<file path="src/rtl/spi_seq_pkg.sv">
package spi_seq_pkg;
  localparam int CH_MAX  = 8;
  localparam int CH_W    = $clog2(CH_MAX);
  localparam int STEP_W  = $clog2(2 * CH_MAX);
  localparam int WORD_W  = 32;
  localparam int HALF_W  = 16;
  localparam int INIT_LAST = 4;
  localparam logic [3:0]  DAC_OP_WRITE = 4'h3;
  localparam logic [15:0] ADC_CFG_BASE = 16'hF120;
  localparam int          ADC_CH_LSB   = 9;

  typedef enum logic [1:0] {SQ_INIT, SQ_IDLE, SQ_FRAME} seq_st_t;
  typedef enum logic [1:0] {XP_IDLE, XP_SETUP, XP_SHIFT} xfer_ph_t;

  // channel count rounding: returns log2 of N
  function automatic logic [1:0] norm_lg(input int unsigned req);
    if (req >= 8)      return 2'd3;
    else if (req >= 4) return 2'd2;
    else               return 2'd1;
  endfunction

  function automatic logic [WORD_W-1:0] dac_wr(input logic [CH_W-1:0] ch,
                                               input logic [HALF_W-1:0] smp);
    return {4'h0, DAC_OP_WRITE, 4'(ch), smp, 4'h0};
  endfunction

  function automatic logic [WORD_W-1:0] adc_cfg(input logic [CH_W-1:0] ch);
    return {16'h0, ADC_CFG_BASE | (16'(ch) << ADC_CH_LSB)};
  endfunction

  // result pipeline is two commands deep
  function automatic logic [CH_W-1:0] adc_sel(input logic [CH_W-1:0] ch,
                                              input logic [1:0] lg);
    logic [CH_W-1:0] m;
    m = CH_W'((4'd1 << lg) - 4'd1);
    return (ch + CH_W'(2)) & m;
  endfunction
endpackage

</file>
<file path="src/rtl/spi_seq_xfer.sv">
module spi_seq_xfer
  import spi_seq_pkg::*;
(
  input  logic              clk,
  input  logic              rst_n,
  input  logic              go,
  input  logic              go_adc,
  input  logic [WORD_W-1:0] go_word,
  output logic              dac_cs_n,
  output logic              adc_cs_n,
  output logic              xfer_req,
  output logic [WORD_W-1:0] xfer_word,
  output logic [5:0]        xfer_len,
  output logic [1:0]        xfer_mode,
  input  logic              xfer_done,
  input  logic [HALF_W-1:0] xfer_rx,
  output logic              fin,
  output logic [HALF_W-1:0] rx_q
);
  xfer_ph_t ph;
  logic     sel_adc;

  always_ff @(posedge clk) begin
    if (!rst_n) begin
      ph        <= XP_IDLE;
      sel_adc   <= 1'b0;
      xfer_word <= '0;
      fin       <= 1'b0;
      rx_q      <= '0;
    end else begin
      fin <= 1'b0;
      case (ph)
        XP_IDLE: if (go) begin
          ph        <= XP_SETUP;
          sel_adc   <= go_adc;
          xfer_word <= go_word;
        end
        XP_SETUP: ph <= XP_SHIFT;
        XP_SHIFT: if (xfer_done) begin
          ph   <= XP_IDLE;
          fin  <= 1'b1;
          rx_q <= xfer_rx;
        end
        default: ph <= XP_IDLE;
      endcase
    end
  end

  wire active = (ph != XP_IDLE);
  assign dac_cs_n  = !(active && !sel_adc);
  assign adc_cs_n  = !(active && sel_adc);
  assign xfer_req  = (ph == XP_SHIFT);
  assign xfer_len  = sel_adc ? 6'd16 : 6'd32;
  assign xfer_mode = sel_adc ? 2'd0 : 2'd1;


  cs_excl_chk: assert property (@(posedge clk) disable iff (!rst_n)
    !(!dac_cs_n && !adc_cs_n));

  req_hold_chk: assert property (@(posedge clk) disable iff (!rst_n)
    (xfer_req && !xfer_done) |=> xfer_req);

  cs_release_chk: assert property (@(posedge clk) disable iff (!rst_n)
    (xfer_req && xfer_done) |=> (dac_cs_n && adc_cs_n));
endmodule

</file>
<file path="src/rtl/spi_seq_ctrl.sv">
module spi_seq_ctrl
  import spi_seq_pkg::*;
#(
  parameter int REQ_W = 8
) (
  input  logic              clk,
  input  logic              rst_n,
  input  logic              start,
  input  logic [REQ_W-1:0]  chan_req,
  input  logic              fin,
  input  logic [HALF_W-1:0] smp_lo,
  input  logic [HALF_W-1:0] smp_hi,
  output logic              go,
  output logic              go_adc,
  output logic [WORD_W-1:0] go_word,
  output logic              smp_take,
  output logic              ev_adc,
  output logic              ev_hi,
  output logic              ev_end
);
  seq_st_t           st;
  logic [STEP_W-1:0] step;
  logic              pend;
  logic [1:0]        nlog;
  logic [STEP_W:0]   span;
  logic [STEP_W-1:0] last_idx;
  logic              is_last;
  logic [CH_W-1:0]   ch;
  logic [HALF_W-1:0] half;

  wire in_fr   = (st == SQ_FRAME);
  wire in_init = (st == SQ_INIT);

  assign span     = (STEP_W+1)'(2) << nlog;
  assign last_idx = STEP_W'(span - 1'b1);
  assign is_last  = in_init ? (step == STEP_W'(INIT_LAST)) : (step == last_idx);
  assign ch       = step[STEP_W-1:1];
  assign half     = step[1] ? smp_hi : smp_lo;

  assign go       = (in_fr || in_init) && !pend;
  assign smp_take = go && in_fr && (step[1:0] == 2'b00);
  assign ev_adc   = fin && in_fr && step[0];
  assign ev_hi    = step[1];
  assign ev_end   = fin && in_fr && is_last;

  always_comb begin
    go_adc  = 1'b0;
    go_word = '0;
    if (in_init) begin
      case (step)
        STEP_W'(0): go_word = {8'h07, 24'h0};
        STEP_W'(1): begin go_adc = 1'b1; go_word = adc_cfg(CH_W'(0)); end
        STEP_W'(2): go_word = {8'h08, 23'h0, 1'b1};
        STEP_W'(3): begin go_adc = 1'b1; go_word = adc_cfg(CH_W'(0)); end
        default:    begin go_adc = 1'b1; go_word = adc_cfg(CH_W'(1)); end
      endcase
    end else if (step[0]) begin
      go_adc  = 1'b1;
      go_word = adc_cfg(adc_sel(ch, nlog));
    end else begin
      go_word = dac_wr(ch, half);
    end
  end

  always_ff @(posedge clk) begin
    if (!rst_n) begin
      st   <= SQ_INIT;
      step <= '0;
      pend <= 1'b0;
      nlog <= 2'd1;
    end else begin
      if (go) pend <= 1'b1;
      if (fin) begin
        pend <= 1'b0;
        if (is_last) begin
          st   <= SQ_IDLE;
          step <= '0;
        end else begin
          step <= step + 1'b1;
        end
      end
      if (st == SQ_IDLE && start) begin
        st   <= SQ_FRAME;
        step <= '0;
        nlog <= norm_lg(32'(chan_req));
      end
    end
  end


  nlog_frozen_chk: assert property (@(posedge clk) disable iff (!rst_n)
    (st != SQ_IDLE) |=> $stable(nlog));

  fin_pending_chk: assert property (@(posedge clk) disable iff (!rst_n)
    fin |-> pend);

  step_range_chk: assert property (@(posedge clk) disable iff (!rst_n)
    in_fr |-> (step <= last_idx));
endmodule

</file>
<file path="src/rtl/spi_seq_pack.sv">
module spi_seq_pack
  import spi_seq_pkg::*;
(
  input  logic              clk,
  input  logic              rst_n,
  input  logic              smp_take,
  input  logic [WORD_W-1:0] smp_word,
  input  logic              ev_adc,
  input  logic              ev_hi,
  input  logic              ev_end,
  input  logic [HALF_W-1:0] rx_q,
  output logic [HALF_W-1:0] smp_hi,
  output logic              res_valid,
  output logic [WORD_W-1:0] res_word,
  output logic              frame_done
);
  logic [HALF_W-1:0] lo_q;

  always_ff @(posedge clk) begin
    if (!rst_n) begin
      smp_hi     <= '0;
      lo_q       <= '0;
      res_valid  <= 1'b0;
      res_word   <= '0;
      frame_done <= 1'b0;
    end else begin
      res_valid  <= 1'b0;
      frame_done <= ev_end;
      if (smp_take) smp_hi <= smp_word[WORD_W-1:HALF_W];
      if (ev_adc && !ev_hi) lo_q <= rx_q;
      if (ev_adc && ev_hi) begin
        res_word  <= {rx_q, lo_q};
        res_valid <= 1'b1;
      end
    end
  end


  done_with_result_chk: assert property (@(posedge clk) disable iff (!rst_n)
    frame_done |-> res_valid);
endmodule

</file>
<file path="src/rtl/spi_chan_seq.sv">
module spi_chan_seq
  import spi_seq_pkg::*;
#(
  parameter int REQ_W = 8
) (
  input  logic              clk,
  input  logic              rst_n,
  input  logic              start,
  input  logic [REQ_W-1:0]  chan_req,
  output logic              smp_req,
  input  logic [31:0]       smp_word,
  output logic              res_valid,
  output logic [31:0]       res_word,
  output logic              frame_done,
  output logic              dac_cs_n,
  output logic              adc_cs_n,
  output logic              xfer_req,
  output logic [31:0]       xfer_word,
  output logic [5:0]        xfer_len,
  output logic [1:0]        xfer_mode,
  input  logic              xfer_done,
  input  logic [15:0]       xfer_rx
);
  logic              go, go_adc, fin, ev_adc, ev_hi, ev_end;
  logic [WORD_W-1:0] go_word;
  logic [HALF_W-1:0] rx_q, smp_hi;

  spi_seq_ctrl #(.REQ_W(REQ_W)) u_ctrl (
    .clk(clk), .rst_n(rst_n), .start(start), .chan_req(chan_req), .fin(fin),
    .smp_lo(smp_word[HALF_W-1:0]), .smp_hi(smp_hi),
    .go(go), .go_adc(go_adc), .go_word(go_word), .smp_take(smp_req),
    .ev_adc(ev_adc), .ev_hi(ev_hi), .ev_end(ev_end)
  );

  spi_seq_xfer u_xfer (
    .clk(clk), .rst_n(rst_n), .go(go), .go_adc(go_adc), .go_word(go_word),
    .dac_cs_n(dac_cs_n), .adc_cs_n(adc_cs_n), .xfer_req(xfer_req),
    .xfer_word(xfer_word), .xfer_len(xfer_len), .xfer_mode(xfer_mode),
    .xfer_done(xfer_done), .xfer_rx(xfer_rx), .fin(fin), .rx_q(rx_q)
  );

  spi_seq_pack u_pack (
    .clk(clk), .rst_n(rst_n), .smp_take(smp_req), .smp_word(smp_word),
    .ev_adc(ev_adc), .ev_hi(ev_hi), .ev_end(ev_end), .rx_q(rx_q),
    .smp_hi(smp_hi), .res_valid(res_valid), .res_word(res_word),
    .frame_done(frame_done)
  );


  go_idle_bus_chk: assert property (@(posedge clk) disable iff (!rst_n)
    go |-> (dac_cs_n && adc_cs_n));
endmodule

</file>
<file path="config.mk">
export PLATFORM = sky130hd
export DESIGN_NAME = spi_chan_seq
export DESIGN_NICKNAME = d
export VERILOG_FILES = /design/src/rtl/spi_seq_pkg.sv /design/src/rtl/spi_seq_xfer.sv /design/src/rtl/spi_seq_ctrl.sv /design/src/rtl/spi_seq_pack.sv /design/src/rtl/spi_chan_seq.sv
export SDC_FILE = /design/constraint.sdc
export NUM_CORES = 1
export LEC_CHECK = 0
export BUFFER_PORTS_ARGS = -buffer_cell sky130_fd_sc_hd__buf_2
export CAP_MARGIN = 30
export CORE_MARGIN = 2
export CORE_UTILIZATION = 40
export DETAILED_ROUTE_END_ITERATION = 6
export GPL_TIMING_DRIVEN = 0
export HOLD_SLACK_MARGIN = 0.06
export PLACE_DENSITY = 0.66
export SETUP_SLACK_MARGIN = 0.3
export SYNTH_ARGS = -nofsm -noshare
export SYNTH_HDL_FRONTEND = slang
export SYNTH_SLANG_ARGS = --single-unit
</file>
<file path="constraint.sdc">
create_clock -name clk -period 1.8 [get_ports clk]
set_clock_uncertainty 0.2 [all_clocks]
set_input_delay 0.36 -clock clk [delete_from_list [all_inputs] [get_ports clk]]
set_output_delay 0.36 -clock clk [all_outputs]
set_load 0.005 [all_outputs]
</file>
==> metrics.yaml <==
r2r-start: "u_ctrl.step[0]$_SDFFE_PP0P_"
syn_to_final_growth_pct: 63.95
max_freq_ghz: 0.4648
start_util_pct: 41.09
dp_slack_ns: -0.3689
fin_crit_sh_pct: 119.5
row_count: 40
worstHoldStart: "start"
slew-limit-headroom_pct: 65.39
cp_slowest_cell: "dfxtp_4"
ant_nets: 0
synth_top_area_share_pct: 47.26
grt_use_total_pct: 22.74
grt_max_degree: 17
viasPerCell: 4.913
hold_path_class: "input port to register"
power.density_nw_per_um2: 784.3
wl_um: 16000
core_um2: 12060
clk_pin_slew_ns: 0.05
switching_power_uw: 1536
r2r_slack_ns: -0.30
crit_type: "register to output port"
root_buffer: "clkbuf_16"
swShare_pct: 24.11
vias: 4869
final_hold_viol_count: 0
nFillCells: 926
power.leakage_uw: 0.003381
synth_cells: 569
worst_pin_slew_ns: 0.5191
gp_congestion: 0.8445
drc: 0
cap_violations: 0
arrival_ns: 1.59
yosysUniqueCellTypes: 52
grt_pass1_wl_um: 23290
synth_seq_area_share_pct: 47.26
fin_nets: 874
dr.pass1.iters: 4
yosys_warnings: 0
worstSetupEndpointType: "output port"
wl_per_cell_um: 16.15
rr_endpoint: "u_pack.res_word[10]$_SDFFE_PN0P_"
die_area_um2: 13300
critical_path.max_fanout: 2
pwr-share-seq_pct: 41.5
cts_buffers: 17
synthArstFlopShare_pct: 0
dp_cells: 870
yosysTopAreaCell: "dfxtp_1"
clock_path_buffers: 2
clk_latency_ns: 0.42
path_common_cell: "buf_6"
cts_tree: "built"
required_ns: 1.24
max_stage_delay_ns: 0.36
drive_above_1_share_pct: 48.54
synth-edff-count: 0
layout_setup_ws_ns: -0.3515
portBuffers: 121
internal_power_uw: 4836
syn_avg_cell_area_um2: 8.710
p_comb_share_pct: 7.8
outcome: "finished, violations left"
die_h_um: 115.3
place.detailed.hpwl_um: 9829
min_to: "u_ctrl.st[1]$_SDFFE_PN0P_"
pwr-share-clk_pct: 50.7
violations: "negative setup slack"
synthTopCellsByArea: "dfxtp_1, nand2_1, a21boi_0, buf_4, mux2_2"
antenna_found_initial: 0
grt_setup_unrepaired: "yes"
htree_num_levels: 4
layout_min_cycle_time_ns: 2.151
ys_ff_latch: 117
grt_overflow: 0
hold_path_depth: 5
final-max-slew-violation-count: 0
grt_pass1_vias: 4747
cts_num_sinks: 117
worstPathCellList: "buf_8 > inv_8 > ha_4 > nand3b_1 > clkinv_2 > buf_6 > buf_6"
final-instance-count-excl-fill: 991
die_x_um: 115.3
syn-cell-area_um2: 4956
drtIter0Drc: 234
critPathLaunchType: "register"
ys.flop_type: "dfxtp_1"
r2r_cells: 11
ioPinCount: 138
setup_viol: 75
peakVddDrop_v: 0.0005421
-- registers in the layout (all words and copies together) (netlist names) --
register / flops
u_pack.res_word: 32
u_xfer.xfer_word: 22
u_pack.lo_q: 16
u_pack.smp_hi: 16
u_xfer.rx_q: 16
u_ctrl.step: 4
u_ctrl.nlog: 2
u_ctrl.st: 2
u_xfer.ph: 2
u_ctrl.pend: 1
u_pack.frame_done: 1
u_pack.res_valid: 1
u_xfer.fin: 1
u_xfer.sel_adc: 1
-- kinds of logic after synthesis --
logic type | after synthesis | share of synthesized area (%)
and+or+nand+nor | 241 | 21.59
AOI/OAI and AO/OA | 123 | 18.88
DFF | 117 | 47.26
buffers and inverters | 61 | 6.513
muxes | 18 | 3.888
adders and majority gates | 5 | 1.262
xor gates and xnor gates | 3 | 0.5303
other | 1 | 0.07567
-- worst max path at each step --
| stage | from | to | slack (ns) | depth (start not counted) |
|---|---|---|---|---|
| detailed placement | u_ctrl.step[0]$_SDFFE_PP0P_ | smp_req | -0.37 | 7 |
| finish | u_ctrl.step[0]$_SDFFE_PP0P_ | smp_req | -0.35 | 7 |
| CTS | u_ctrl.step[0]$_SDFFE_PP0P_ | smp_req | -0.34 | 7 |
| floorplan | u_ctrl.step[2]$_SDFFE_PP0P_ | u_xfer.xfer_word[12]$_SDFFE_PN0P_ | 0.03 | 6 |
| global placement | u_ctrl.step[0]$_SDFFE_PP0P_ | smp_req | -0.36 | 7 |
| global route | u_ctrl.step[0]$_SDFFE_PP0P_ | smp_req | -0.38 | 7 |
-- power groups by stage --
stage	Combinational, uW	Sequential [uW]	Clock, uW
2_1_floorplan	188	2700	0
5_1_grt	533	2650	3390
3_3_place_gp	322	2700	0
3_5_place_dp	328	2700	0
4_1_cts	428	2640	3250
6_report	497	2640	3230
-- stage by stage --
stage / TNS, ns / power, uW / instance area (um2) / hold WS [ns] / utilization (%)
after floorplan: 0 / 2885 / 5181 / 0.2272 / -
after global placement: -2.221 / 3022 / 5997 / 0.2436 / 49.72
after detailed placement: -2.883 / 3029 / 5997 / 0.2459 / 49.72
after CTS: -2.206 / 6319 / 7376 / 0.1001 / 61.15
after global routing: -20.70 / 6568 / 8123 / 0.1342 / 67.34
final: -17.85 / 6373 / 8125 / 0.1094 / 67.37
-- routing by layer --
| layer | vias up | GRT usage, % | wire length [um] |
|---|---|---|---|
| li1 | 2367 | - | - |
| met1 | 2298 | 26.75 | 6585 |
| met2 | 173 | 38.28 | 7999 |
| met3 | 31 | 7.960 | 1083 |
| met4 | 0 | 8.353 | 333 |
| met5 | - | 0 | 0 |
-- cell usage after synthesis (4+ instances only) --
library cell,n
a21boi_0,76
a21boi_1,8
a22oi_1,11
and2_1,5
buf_2,17
buf_4,17
clkbuf_1,19
dfxtp_1,117
ha_1,5
inv_1,5
mux2_2,10
mux2i_1,8
nand2_1,174
nand4_1,4
nor2_1,13
nor2b_1,14
nor3_1,4
o21ai_0,8
o221a_2,6
or2_2,4
-- worst max-delay path: cells and delay by family (launching register included) --
kind | cells | cell delay (ns)
flops | 1 | 0.36
buf+inv | 5 | 0.47
simple gates | 1 | 0.19
fa+ha+maj | 1 | 0.14
-- layout make-up --
cell class	instances	area (um2)	area share (%)
Tap cell	168	210.2	2.587
Inverter	6	38.79	0.4774
Clock inverter	14	128.9	1.586
Buffer	55	511.7	6.298
Antenna cell	1	2.502	0.03080
Multi-Input combinational cell	403	2850	35.08
Timing Repair Buffer	209	1569	19.31
Sequential cell	117	2375	29.23
Clock buffer	18	439.2	5.405
-- cell usage in the layout, fill, tap and decap left out, types with 13 or more instances in the layout --
master         count
a21boi_2          13
nand2_2           47
conb_1            13
buf_8             14
clkbuf_16         21
buf_6             33
a21boi_1          69
dfxtp_1          105
buf_2            116
buf_4             44
nand2_1          116
dlygate4sd3_1     35
-- repair_timing --
item,in CTS,in global routing
setup buffers,25,21
cloned,2,5
gates resized for setup,79,160
endpoints found under the setup margin,117,124
hold buffers,35,0
endpoints found under the hold margin,35,0
pin swaps,7,20
Power figures use the tool's default switching activity.
